===== src/rtl/trap_entry_pkg.sv =====
package trap_entry_pkg;

    localparam int PS_W = 12;
    localparam int HS_W = 8;
    localparam int TT_W = 9;
    localparam int XLEN = 64;

    // processor-state bit positions
    localparam int PS_AG   = 0;
    localparam int PS_PRIV = 2;
    localparam int PS_PEF  = 4;
    localparam int PS_MG   = 10;
    localparam int PS_IG   = 11;
    // hyperprivileged-state bit position
    localparam int HS_HPRIV = 2;

    localparam logic [PS_W-1:0] PS_RESET = PS_W'(1) << PS_PRIV;
    localparam logic [PS_W-1:0] PS_BASE  = (PS_W'(1) << PS_PEF) | (PS_W'(1) << PS_PRIV);

    // trap type codes
    localparam logic [TT_W-1:0] TT_IFAULT   = 9'h008;
    localparam logic [TT_W-1:0] TT_DFAULT_C = 9'h030;
    localparam logic [TT_W-1:0] TT_RMISS_LO = 9'h03E;
    localparam logic [TT_W-1:0] TT_RMISS_HI = 9'h03F;
    localparam logic [TT_W-1:0] TT_INTVEC   = 9'h060;
    localparam logic [TT_W-1:0] TT_MMUGRP_LO = 9'h064;
    localparam logic [TT_W-1:0] TT_MMUGRP_HI = 9'h06F;
    localparam logic [TT_W-1:0] TT_HYPER_LO = 9'h180;
    localparam logic [2:0]      TT_FILL_GRP = 3'b011;

    typedef enum logic [1:0] {
        CLS_INTVEC,
        CLS_MMU,
        CLS_HYPER,
        CLS_OTHER
    } trap_class_e;

    typedef struct packed {
        logic [XLEN-1:0] pc;
        logic [XLEN-1:0] npc;
        logic [TT_W-1:0] tt;
        logic [HS_W-1:0] hts;
    } ts_entry_t;

endpackage


===== src/rtl/trap_classifier.sv =====
module trap_classifier
    import trap_entry_pkg::*;
(
    input  logic [TT_W-1:0] tt,
    output trap_class_e     cls,
    output logic            is_fill
);

    logic in_mmu_grp;
    logic in_rmiss;
    logic in_hyper;

    always_comb begin
        in_mmu_grp = (tt >= TT_MMUGRP_LO) && (tt <= TT_MMUGRP_HI);
        in_rmiss   = (tt >= TT_RMISS_LO) && (tt <= TT_RMISS_HI);
        in_hyper   = (tt >= TT_HYPER_LO);
        is_fill    = (tt[8:6] == TT_FILL_GRP);

        if (tt == TT_INTVEC) begin
            cls = CLS_INTVEC;
        end else if (in_mmu_grp || tt == TT_IFAULT || tt == TT_DFAULT_C) begin
            cls = CLS_MMU;
        end else if (in_rmiss || in_hyper) begin
            cls = CLS_HYPER;
        end else begin
            cls = CLS_OTHER;
        end
    end

endmodule


===== src/rtl/trap_vector_gen.sv =====
module trap_vector_gen
    import trap_entry_pkg::*;
#(
    parameter int TL_W = 3
) (
    input  logic [TT_W-1:0] tt,
    input  logic [XLEN-1:0] tba,
    input  logic [XLEN-1:0] htba,
    input  logic            hyp_mode,
    input  logic [TL_W-1:0] new_tl,
    output logic [XLEN-1:0] vec_pc,
    output logic [XLEN-1:0] vec_npc
);

    localparam logic [TL_W-1:0] ONE_L = TL_W'(1);

    logic [XLEN-1:0] tt_off;
    logic            nest_bit;

    always_comb begin
        tt_off   = {{(XLEN-TT_W-5){1'b0}}, tt, 5'b0};
        nest_bit = (new_tl > ONE_L);
        if (hyp_mode) begin
            vec_pc = {htba[XLEN-1:14], 14'b0} | tt_off;
        end else begin
            vec_pc = {tba[XLEN-1:15], nest_bit, 14'b0} | tt_off;
        end
        vec_npc = vec_pc + XLEN'(4);
    end

endmodule


===== src/rtl/trap_state_stack.sv =====
module trap_state_stack
    import trap_entry_pkg::*;
#(
    parameter int MAX_TL = 6,
    parameter int TL_W   = 3
) (
    input  logic            clk,
    input  logic            rst_n,
    input  logic            wr_en,
    input  logic [TL_W-1:0] wr_lvl,
    input  ts_entry_t       wr_data,
    input  logic [TL_W-1:0] rd_lvl,
    output ts_entry_t       rd_data
);

    ts_entry_t slot [MAX_TL];

    for (genvar g = 0; g < MAX_TL; g++) begin : g_level
        ts_entry_t ent_d, ent_q;

        always_comb begin
            ent_d = ent_q;
            if (wr_en && wr_lvl == TL_W'(g + 1)) begin
                ent_d = wr_data;
            end
        end

        always_ff @(posedge clk) begin
            if (!rst_n) begin
                ent_q <= '0;
            end else begin
                ent_q <= ent_d;
            end
        end

        assign slot[g] = ent_q;
    end

    always_comb begin
        rd_data = '0;
        for (int i = 0; i < MAX_TL; i++) begin
            if (rd_lvl == TL_W'(i + 1)) begin
                rd_data = slot[i];
            end
        end
    end

endmodule


===== src/rtl/trap_entry_unit.sv =====
module trap_entry_unit
    import trap_entry_pkg::*;
#(
    parameter int MAX_TL      = 6,
    parameter int MAX_PRIV_TL = 2,
    parameter int NWIN        = 8,
    localparam int TL_W  = $clog2(MAX_TL + 1),
    localparam int CWP_W = $clog2(NWIN)
) (
    input  logic              clk,
    input  logic              rst_n,
    input  logic              trap_valid,
    input  logic [TT_W-1:0]   trap_type,
    input  logic [XLEN-1:0]   trap_pc,
    input  logic [XLEN-1:0]   trap_npc,
    input  logic              hyp_present,
    input  logic [XLEN-1:0]   tba,
    input  logic [XLEN-1:0]   htba,
    output logic [XLEN-1:0]   pc,
    output logic [XLEN-1:0]   npc,
    output logic [TL_W-1:0]   tl,
    output logic [PS_W-1:0]   pstate,
    output logic [HS_W-1:0]   hpstate,
    output logic [CWP_W-1:0]  cwp,
    output logic [XLEN-1:0]   top_pc,
    output logic [XLEN-1:0]   top_npc,
    output logic [TT_W-1:0]   top_tt,
    output logic [HS_W-1:0]   top_htstate,
    output logic              entry_done
);

    localparam logic [TL_W-1:0]  TL_MAX_L  = TL_W'(MAX_TL);
    localparam logic [TL_W-1:0]  TL_PRIV_L = TL_W'(MAX_PRIV_TL);
    localparam logic [CWP_W-1:0] CWP_LAST  = CWP_W'(NWIN - 1);

    typedef struct packed {
        logic [XLEN-1:0]  pc;
        logic [XLEN-1:0]  npc;
        logic [TL_W-1:0]  tl;
        logic [PS_W-1:0]  ps;
        logic [HS_W-1:0]  hs;
        logic [CWP_W-1:0] cwp;
        logic             done;
    } core_state_t;

    core_state_t st_d, st_q;

    trap_class_e     cls;
    logic            is_fill;
    logic [TL_W-1:0] tl_next;
    logic [HS_W-1:0] hs_next;
    logic            hyp_mode;
    logic [XLEN-1:0] vec_pc, vec_npc;
    ts_entry_t       push_entry;
    ts_entry_t       top_entry;

    trap_classifier u_classify (
        .tt      (trap_type),
        .cls     (cls),
        .is_fill (is_fill)
    );

    // trap level and hyperprivileged state ahead of the vector choice
    always_comb begin
        tl_next = (st_q.tl == TL_MAX_L) ? TL_MAX_L : st_q.tl + TL_W'(1);
        hs_next = st_q.hs;
        if (hyp_present && tl_next > TL_PRIV_L) begin
            hs_next[HS_HPRIV] = 1'b1;
        end
        if (cls == CLS_HYPER) begin
            hs_next[HS_HPRIV] = 1'b1;
        end
        if (cls == CLS_MMU && hyp_present) begin
            hs_next[HS_HPRIV] = 1'b1;
        end
        hyp_mode = hyp_present && hs_next[HS_HPRIV];
    end

    trap_vector_gen #(.TL_W(TL_W)) u_vector (
        .tt       (trap_type),
        .tba      (tba),
        .htba     (htba),
        .hyp_mode (hyp_mode),
        .new_tl   (tl_next),
        .vec_pc   (vec_pc),
        .vec_npc  (vec_npc)
    );

    always_comb begin
        push_entry.pc  = trap_pc;
        push_entry.npc = trap_npc;
        push_entry.tt  = trap_type;
        push_entry.hts = hyp_present ? st_q.hs : '0;
    end

    trap_state_stack #(.MAX_TL(MAX_TL), .TL_W(TL_W)) u_stack (
        .clk     (clk),
        .rst_n   (rst_n),
        .wr_en   (trap_valid),
        .wr_lvl  (tl_next),
        .wr_data (push_entry),
        .rd_lvl  (st_q.tl),
        .rd_data (top_entry)
    );

    always_comb begin
        st_d      = st_q;
        st_d.done = 1'b0;
        if (trap_valid) begin
            st_d.done = 1'b1;
            st_d.tl   = tl_next;
            st_d.hs   = hs_next;
            st_d.pc   = vec_pc;
            st_d.npc  = vec_npc;
            unique case (cls)
                CLS_INTVEC: begin
                    if (!hyp_present) begin
                        st_d.ps = PS_BASE | (PS_W'(1) << PS_IG);
                    end
                end
                CLS_MMU: begin
                    if (hyp_present) begin
                        st_d.ps = PS_BASE;
                    end else begin
                        st_d.ps = PS_BASE | (PS_W'(1) << PS_MG);
                    end
                end
                CLS_HYPER: begin
                    st_d.ps = st_q.ps;
                end
                default: begin
                    st_d.ps = PS_BASE | (PS_W'(1) << PS_AG);
                end
            endcase
            if (is_fill) begin
                st_d.cwp = (st_q.cwp == CWP_LAST) ? '0 : st_q.cwp + CWP_W'(1);
            end
        end
    end

    always_ff @(posedge clk) begin
        if (!rst_n) begin
            st_q      <= '0;
            st_q.ps   <= PS_RESET;
        end else begin
            st_q <= st_d;
        end
    end

    assign pc          = st_q.pc;
    assign npc         = st_q.npc;
    assign tl          = st_q.tl;
    assign pstate      = st_q.ps;
    assign hpstate     = st_q.hs;
    assign cwp         = st_q.cwp;
    assign entry_done  = st_q.done;
    assign top_pc      = top_entry.pc;
    assign top_npc     = top_entry.npc;
    assign top_tt      = top_entry.tt;
    assign top_htstate = top_entry.hts;

endmodule


===== config.mk =====
export PLATFORM = sky130hd
export DESIGN_NAME = trap_entry_unit
export DESIGN_NICKNAME = d
export VERILOG_FILES = /design/src/rtl/trap_entry_pkg.sv /design/src/rtl/trap_classifier.sv /design/src/rtl/trap_vector_gen.sv /design/src/rtl/trap_state_stack.sv /design/src/rtl/trap_entry_unit.sv
export SDC_FILE = /design/constraint.sdc
export NUM_CORES = 2
export LEC_CHECK = 0
export BUFFER_PORTS_ARGS = -buffer_cell sky130_fd_sc_hd__buf_4
export CORE_MARGIN = 2
export CORE_UTILIZATION = 63
export CTS_BUF_LIST = sky130_fd_sc_hd__clkbuf_4 sky130_fd_sc_hd__clkbuf_8 sky130_fd_sc_hd__clkbuf_16
export CTS_CLUSTER_SIZE = 14
export DETAILED_ROUTE_END_ITERATION = 7
export PLACE_DENSITY = 0.86
export RECOVER_POWER = 25
export SYNTH_ARGS = -nofsm -noshare
export SYNTH_HDL_FRONTEND = slang
export SYNTH_HIERARCHICAL = 1
export SYNTH_SLANG_ARGS = --single-unit

===== constraint.sdc =====
create_clock -name clk -period 4.59 [get_ports clk]
set_input_delay 0.918 -clock clk [delete_from_list [all_inputs] [get_ports clk]]
set_output_delay 0.918 -clock clk [all_outputs]
set_load 0.05 [all_outputs]

# After elaboration in Yosys (flattened, before gate mapping)
# Cells that the tools add are included.
dict set report totals {
  reg_bits 1018
  latchBits 0
  mem_bits_rw 0
  rom_bits 0
  in_bits 269
  output_inout_bits 300
  mem_count 0
}
dict set report op_classes {
  n_addsub 3
  n_mul 0
  n_div 0
  n_lt_le_gt_ge 7
  eq_ne 20
  n_shift 0
  muxes 20
  bitwise 3
  n_reduce_logical 17
}
# cell count
set op_table {}
lappend op_table {{two-way mux 145 bit} 6}
lappend op_table {{bitwise OR 64 x 14 -> 64 bit} 2}
lappend op_table {{adder 64 x 3 -> 64 bit, second input constant} 1}
lappend op_table {{two-way mux 64 bit} 1}
lappend op_table {{one-hot mux 12 bit (3 select lines)} 1}
lappend op_table {{== test 3 bit, second input constant} 7}
lappend op_table {{== test 3 x 2 -> 1 bit, second input constant} 5}
lappend op_table {{two-way mux 12 bit} 1}
lappend op_table {{logical AND 1 bit} 11}
lappend op_table {{two-way mux 11 bit} 1}
lappend op_table {{== test 9 x 4 -> 1 bit, second input constant} 1}
lappend op_table {{== test 9 x 6 -> 1 bit, second input constant} 1}
lappend op_table {{== test 9 x 7 -> 1 bit, second input constant} 1}
lappend op_table {{greater-or-equal comparator 9 x 6 -> 1 bit, second input constant} 1}
lappend op_table {{greater-or-equal comparator 9 x 7 -> 1 bit, second input constant} 1}
lappend op_table {{greater-or-equal comparator 9 bit, second input constant} 1}
lappend op_table {{<= comparator 9 x 6 -> 1 bit, second input constant} 1}
lappend op_table {{<= comparator 9 x 7 -> 1 bit, second input constant} 1}
lappend op_table {{two-way mux 3 bit} 3}
lappend op_table {{adder 3 x 1 -> 3 bit, second input constant} 2}
lappend op_table {{== test 3 x 1 -> 1 bit, second input constant} 2}
lappend op_table {{two-way mux 1 bit} 5}
lappend op_table {{two-way mux 2 bit} 2}
lappend op_table {{> comparator 3 x 1 -> 1 bit, second input constant} 1}
lappend op_table {{9 further kinds} 11}

# Longest topological paths before layout
dict set report depth {
  word_depth 12
  depth_mapped 13
  depth_no_buf 10
}

# Hierarchy
# The synthesis kept the hierarchy.
# mod instances cells_per_inst area_per_inst_um2 seq_area_each_um2
set by_module_without_submodules {}
lappend by_module_without_submodules {trap_state_stack 1 4965 38780.9 17416.7}
lappend by_module_without_submodules {trap_entry_unit 1 496 5545.3 2802.7}
lappend by_module_without_submodules {trap_vector_gen 1 138 1448.9 0.0}
lappend by_module_without_submodules {trap_classifier 1 16 91.3 0.0}

# Worst setup path before layout
# OpenSTA, ideal clock, no wires.
dict set report synth_path {
  kind {flip-flop to output port}
  start {register st_q, in the netlist tl[1]}
  end {output top_npc[57]}
  arrival_time_ps 2787
  setup_slack_ps 885
  path_stages_with_launch 7
  path_cell_list {dfxtp_1 buf_2 nor2b_1 clkbuf_1 a22o_1 a221oi_1 o21ai_0}
}
dict set report synth_via {
  elab_chain_cells 7
  word_cells_on_any_way 12
  classes_between {eq/ne: 6; mux: 6}
}
# element line
set synth_lines {}
lappend synth_lines {{start, declared} trap_entry_unit.sv:46} ;# core_state_t st_d, st_q;
lappend synth_lines {{start signal, assigned} trap_entry_unit.sv:146} ;# st_q <= st_d;
lappend synth_lines {{== test 3 x 1 -> 1 bit} trap_state_stack.sv:42} ;# if (rd_lvl == TL_W'(i + 1)) begin
lappend synth_lines {{two-way mux 145 bit (5 in a row)} trap_state_stack.sv:42}
lappend synth_lines {{two-way mux 145 bit (*)} trap_state_stack.sv:42}
lappend synth_lines {{end, declared} trap_entry_unit.sv:26} ;# output logic [XLEN-1:0] top_npc,
# Mark *: on every way between the ends. The rest lies on a longest branch, timed or not.

# Worst setup path after layout
dict set report layout_path {
  start {register st_q, in the netlist tl[0]}
  end {output top_tt[7]}
}
dict set report layout_via {
  elab_chain_cells 7
  word_cells_on_any_way 12
  classes_between {eq/ne: 6; mux: 6}
}
# element line
set layout_lines {}
lappend layout_lines {{== test 3 x 1 -> 1 bit} trap_state_stack.sv:42}
lappend layout_lines {{two-way mux 145 bit (5 in a row)} trap_state_stack.sv:42}
lappend layout_lines {{two-way mux 145 bit (*)} trap_state_stack.sv:42}
lappend layout_lines {{end, declared} trap_entry_unit.sv:27} ;# output logic [TT_W-1:0] top_tt,
# Marked as above.

==> reports/metrics.yaml <==
detailed_routing:
  vias_per_cell: 6.048
  finalWirelength_um: 144500
  drtAntennaViolNets: 0
  drc: 0
  dr.first_iter.drc_count: 4412
  num_vias: 41470
  number_of_iterations_in_the_first_detailed_routing_pass: 6
  wl_per_cell_um: 21.07
clocking:
  clk_latency_ns: 0.69
  post_cts.resized_instances: 0
  ctsRootBufferMaster: "sky130_fd_sc_hd__clkbuf_16"
  clock_sinks: 1010
  clock_pin_slew_of_the_registers_on_the_worst_case_setup_and_hold_paths_ns: 0.06
  cts.path.max_buffers: 3
  clock_h_tree_levels: 3
  clock_tree_from_tritoncts: "built"
  cts_setup_buffers: 0
  cts_made_buffers: 103
  post_cts_hold_buffers: 0
cells_and_area:
  nets: 6086
  area_added_between_synthesis_and_finish_pct: 14.68
  post_route_cells_drive_above_1_share_pct: 12.38
  final_common_cell: "sky130_fd_sc_hd__nand2_1"
  highest_count_cells_in_the_layout_ignoring_fill_and_taps: "1810 x sky130_fd_sc_hd__nand2_1, 1007 x sky130_fd_sc_hd__dfxtp_1, 625 x sky130_fd_sc_hd__a21boi_0"
  layout.filler_cells: 5439
power:
  ir_worst_vdd_mv: 0.3452
  leakage_nw: 18.95
  combPwrFrac_pct: 14.4
  seq_power_share_pct: 43.6
  netSwitchingFraction_pct: 27.56
  clockPowerShare_pct: 42.0
  power.switching_mw: 5.867
  p_int_mw: 15.42
  power_density_nw_per_um2: 404.7
placed_design:
  gp_congestion: 0.9052
  port_buffers: 524
  half_perimeter_wire_length_after_placement_um: 78270
timing:
  holdWs_ns: 0.4485
  slew_headroom_pct: -111.5
  fmax_mhz: 229.4
  period_needed_ns: 4.359
  finalClockSkew_ns: 0.03329
  final.setup.tns_ns: 0
  setup_viol: 0
  slew_viol_final: 264
  worstMarginPinSlew_ns: 3.173
  unrepaired_setup_endpoints_after_global_routing: "no"
  post-route-period-util_pct: 94.97
  hold_violations: 0
critical_path:
  critical_path.reg2reg.startpoint: "tl[0]$_SDFFE_PN0P_"
  timing.critical_path.from_type: "register"
  ff2ff_path_depth: 7
  critical_path.reg2reg.endpoint: "u_stack/g_level[4].ent_q[120]$_SDFFE_PN0P_"
  setup.reg_to_reg.worst_slack_ns: 0.32
  startpoint: "tl[0]$_SDFFE_PN0P_"
  critPathKind: "register to primary output"
  crit_arrival_ns: 3.44
  worst_ep_required_time_ns: 3.67
  critPathMaxFanout: 49
  cp-end-kind: "primary output"
logic_synthesis:
  synth-seq-cells: 1010
  ys.warnings.count: 6
  synth.yosys.seq_area_share_pct: 44.08
  yosys_most_used_dff: "sky130_fd_sc_hd__dfxtp_1"
  async_set_or_reset_flop_fraction_in_the_synthesized_netlist_pct: 0
  syn_area_um2: 45870
  yosys.area.top_type_share_pct: 44.08
  post_synth_num_cell_types: 47
  post_synth_main_area_contributors: "sky130_fd_sc_hd__dfxtp_1 44%, sky130_fd_sc_hd__nand2_1 15%, sky130_fd_sc_hd__a21boi_0 9.4%, sky130_fd_sc_hd__mux2i_1 5.4%, sky130_fd_sc_hd__a21boi_1 4.9%"
  synth_top_cell_by_area: "sky130_fd_sc_hd__dfxtp_1"
  synthCells: 5615
  synth_area_per_cell_um2: 8.169
  synth_enable_flop_cells: 0
floorplan:
  core_region_area_um2: 71730
  core.rowCount: 98
  io_pins: 569
  dieHeight_um: 273.8
  start_util_pct: 63.94
  die-area_um2: 74980
  fp.dieW_um: 273.8
run_status:
  run_status: "finished with violations"
  violated_checks: "max-capacitance violations, max-slew violations"
worst_hold_path:
  min_to: "u_stack/g_level[1].ent_q[109]$_SDFFE_PN0P_"
  holdCritPathClass: "register to register"
  worst_hold_startpoint: "u_stack/g_level[1].ent_q[109]$_SDFFE_PN0P_"
  timing.hold.worst_path_depth: 2
grt:
  first_global_vias: 39730
  overflow: 0
  number_of_antenna_violations_at_the_first_check_in_global_routing: 15
  globalRouteTotalUtil_pct: 37.08
  grt_max_degree: 171
  first_pass_grt_wire_length_um: 221700
flow_run:
  timing.max_cap.violations: 2
worst max path at each step:
stage	to	slack (ns)	cells after the start
3_3_place_gp	npc[56]$_SDFFE_PN0P_	0.66	11
3_5_place_dp	pc[54]$_SDFFE_PN0P_	0.56	11
4_1_cts	top_tt[7]	0.31	5
2_1_floorplan	top_npc[57]	0.89	6
5_1_grt	u_stack/g_level[4].ent_q[70]$_SDFFE_PN0P_	0.17	3
6_report	top_tt[7]	0.23	5
routing by layer:
metal	wire length (µm)	global-route usage [%]
met1	56150	46.40
met2	67840	60.73
met4	5823	16.94
met3	14560	8.561
met5	96	0
cell families after synthesis:
logic type	Yosys count	share of synthesized area, %
AOI/OAI and AO/OA	1583	23.86
DFF	1010	44.08
other	4	0.03273
xor gates and xnor gates	1	0.01910
adders and majority gates	4	0.1091
and+or+nand+nor	2140	18.61
buffers and inverters	576	6.269
muxes	297	7.013
cells in the mapped netlist (2+ instances only):
| master | instances |
|---|---|
| sky130_fd_sc_hd__mux2_2 | 3 |
| sky130_fd_sc_hd__a21boi_0 | 574 |
| sky130_fd_sc_hd__conb_1 | 4 |
| sky130_fd_sc_hd__nor2b_1 | 142 |
| sky130_fd_sc_hd__buf_1 | 12 |
| sky130_fd_sc_hd__buf_12 | 5 |
| sky130_fd_sc_hd__buf_2 | 130 |
| sky130_fd_sc_hd__o21ai_0 | 285 |
| sky130_fd_sc_hd__a21boi_1 | 300 |
| sky130_fd_sc_hd__nor4_1 | 2 |
| sky130_fd_sc_hd__mux2i_1 | 246 |
| sky130_fd_sc_hd__mux2_4 | 48 |
| sky130_fd_sc_hd__o22ai_1 | 114 |
| sky130_fd_sc_hd__ha_1 | 4 |
| sky130_fd_sc_hd__nand2b_1 | 7 |
| sky130_fd_sc_hd__nand2_1 | 1814 |
| sky130_fd_sc_hd__o21ai_1 | 2 |
| sky130_fd_sc_hd__inv_1 | 2 |
| sky130_fd_sc_hd__dfxtp_1 | 1010 |
| sky130_fd_sc_hd__and2_1 | 2 |
| sky130_fd_sc_hd__o41a_1 | 2 |
| sky130_fd_sc_hd__and3_1 | 30 |
| sky130_fd_sc_hd__nor2_2 | 4 |
| sky130_fd_sc_hd__a22o_1 | 31 |
| sky130_fd_sc_hd__a2bb2oi_1 | 113 |
| sky130_fd_sc_hd__nand3_1 | 5 |
| sky130_fd_sc_hd__buf_4 | 97 |
| sky130_fd_sc_hd__buf_6 | 14 |
| sky130_fd_sc_hd__nor3_1 | 2 |
| sky130_fd_sc_hd__a21oi_1 | 123 |
| sky130_fd_sc_hd__nor2_1 | 126 |
| sky130_fd_sc_hd__clkbuf_1 | 315 |
| sky130_fd_sc_hd__a221oi_1 | 31 |
| sky130_fd_sc_hd__o21a_1 | 2 |
| sky130_fd_sc_hd__nand4b_1 | 2 |
power groups by stage:
| stage | sequential, mW | combinational, mW | clock [mW] |
|---|---|---|---|
| 2_1_floorplan | 9.73 | 1.81 | 0 |
| 3_3_place_gp | 9.45 | 3.01 | 0 |
| 3_5_place_dp | 9.47 | 3.06 | 0 |
| 4_1_cts | 9.28 | 3.09 | 9.00 |
| 5_1_grt | 9.31 | 3.21 | 9.35 |
| 6_report | 9.28 | 3.06 | 8.94 |
critical path: stages, from the launching register on:
cell                        delay (ns)
sky130_fd_sc_hd__dfxtp_4          0.82
sky130_fd_sc_hd__nand2b_4         0.64
sky130_fd_sc_hd__buf_12           0.41
sky130_fd_sc_hd__nor2_1           0.13
sky130_fd_sc_hd__a2bb2oi_1        0.44
sky130_fd_sc_hd__buf_4            0.29
state kept, by name, indices dropped and copies added, names as in the netlist:
signal / count
tl: 3
pstate: 4
entry_done: 1
hpstate: 1
pc: 64
u_stack/g_level.ent_q: 870
npc: 64
cwp: 3
stage by stage:
step | instance area, µm² | instances | utilization (%) | power [mW] | setup slack [ns]
finish | 52600 | 6856 | 73.33 | 21.29 | 0.2310
floorplan | 46100 | 5678 | - | 11.54 | 0.8852
global placement | 49560 | 6658 | 69.08 | 12.46 | 0.6645
detailed placement | 49560 | 6658 | 69.08 | 12.53 | 0.5601
global route | 52590 | 6853 | 73.32 | 21.87 | 0.1653
CTS | 53200 | 6847 | 74.16 | 21.37 | 0.3074
layout make-up:
cell class	count	area, µm²	area share (%)
clock inverters	38	566.8	1.078
clock buffers	151	3074	5.844
repair buffers	603	4357	8.282
flip-flops and latches	1010	20230	38.46
well taps	950	1189	2.260
multi-input cells	4092	23150	44.00
inverters	3	16.27	0.03092
diodes	9	22.52	0.04282
No activity file was read; power rests on OpenSTA's default activity.
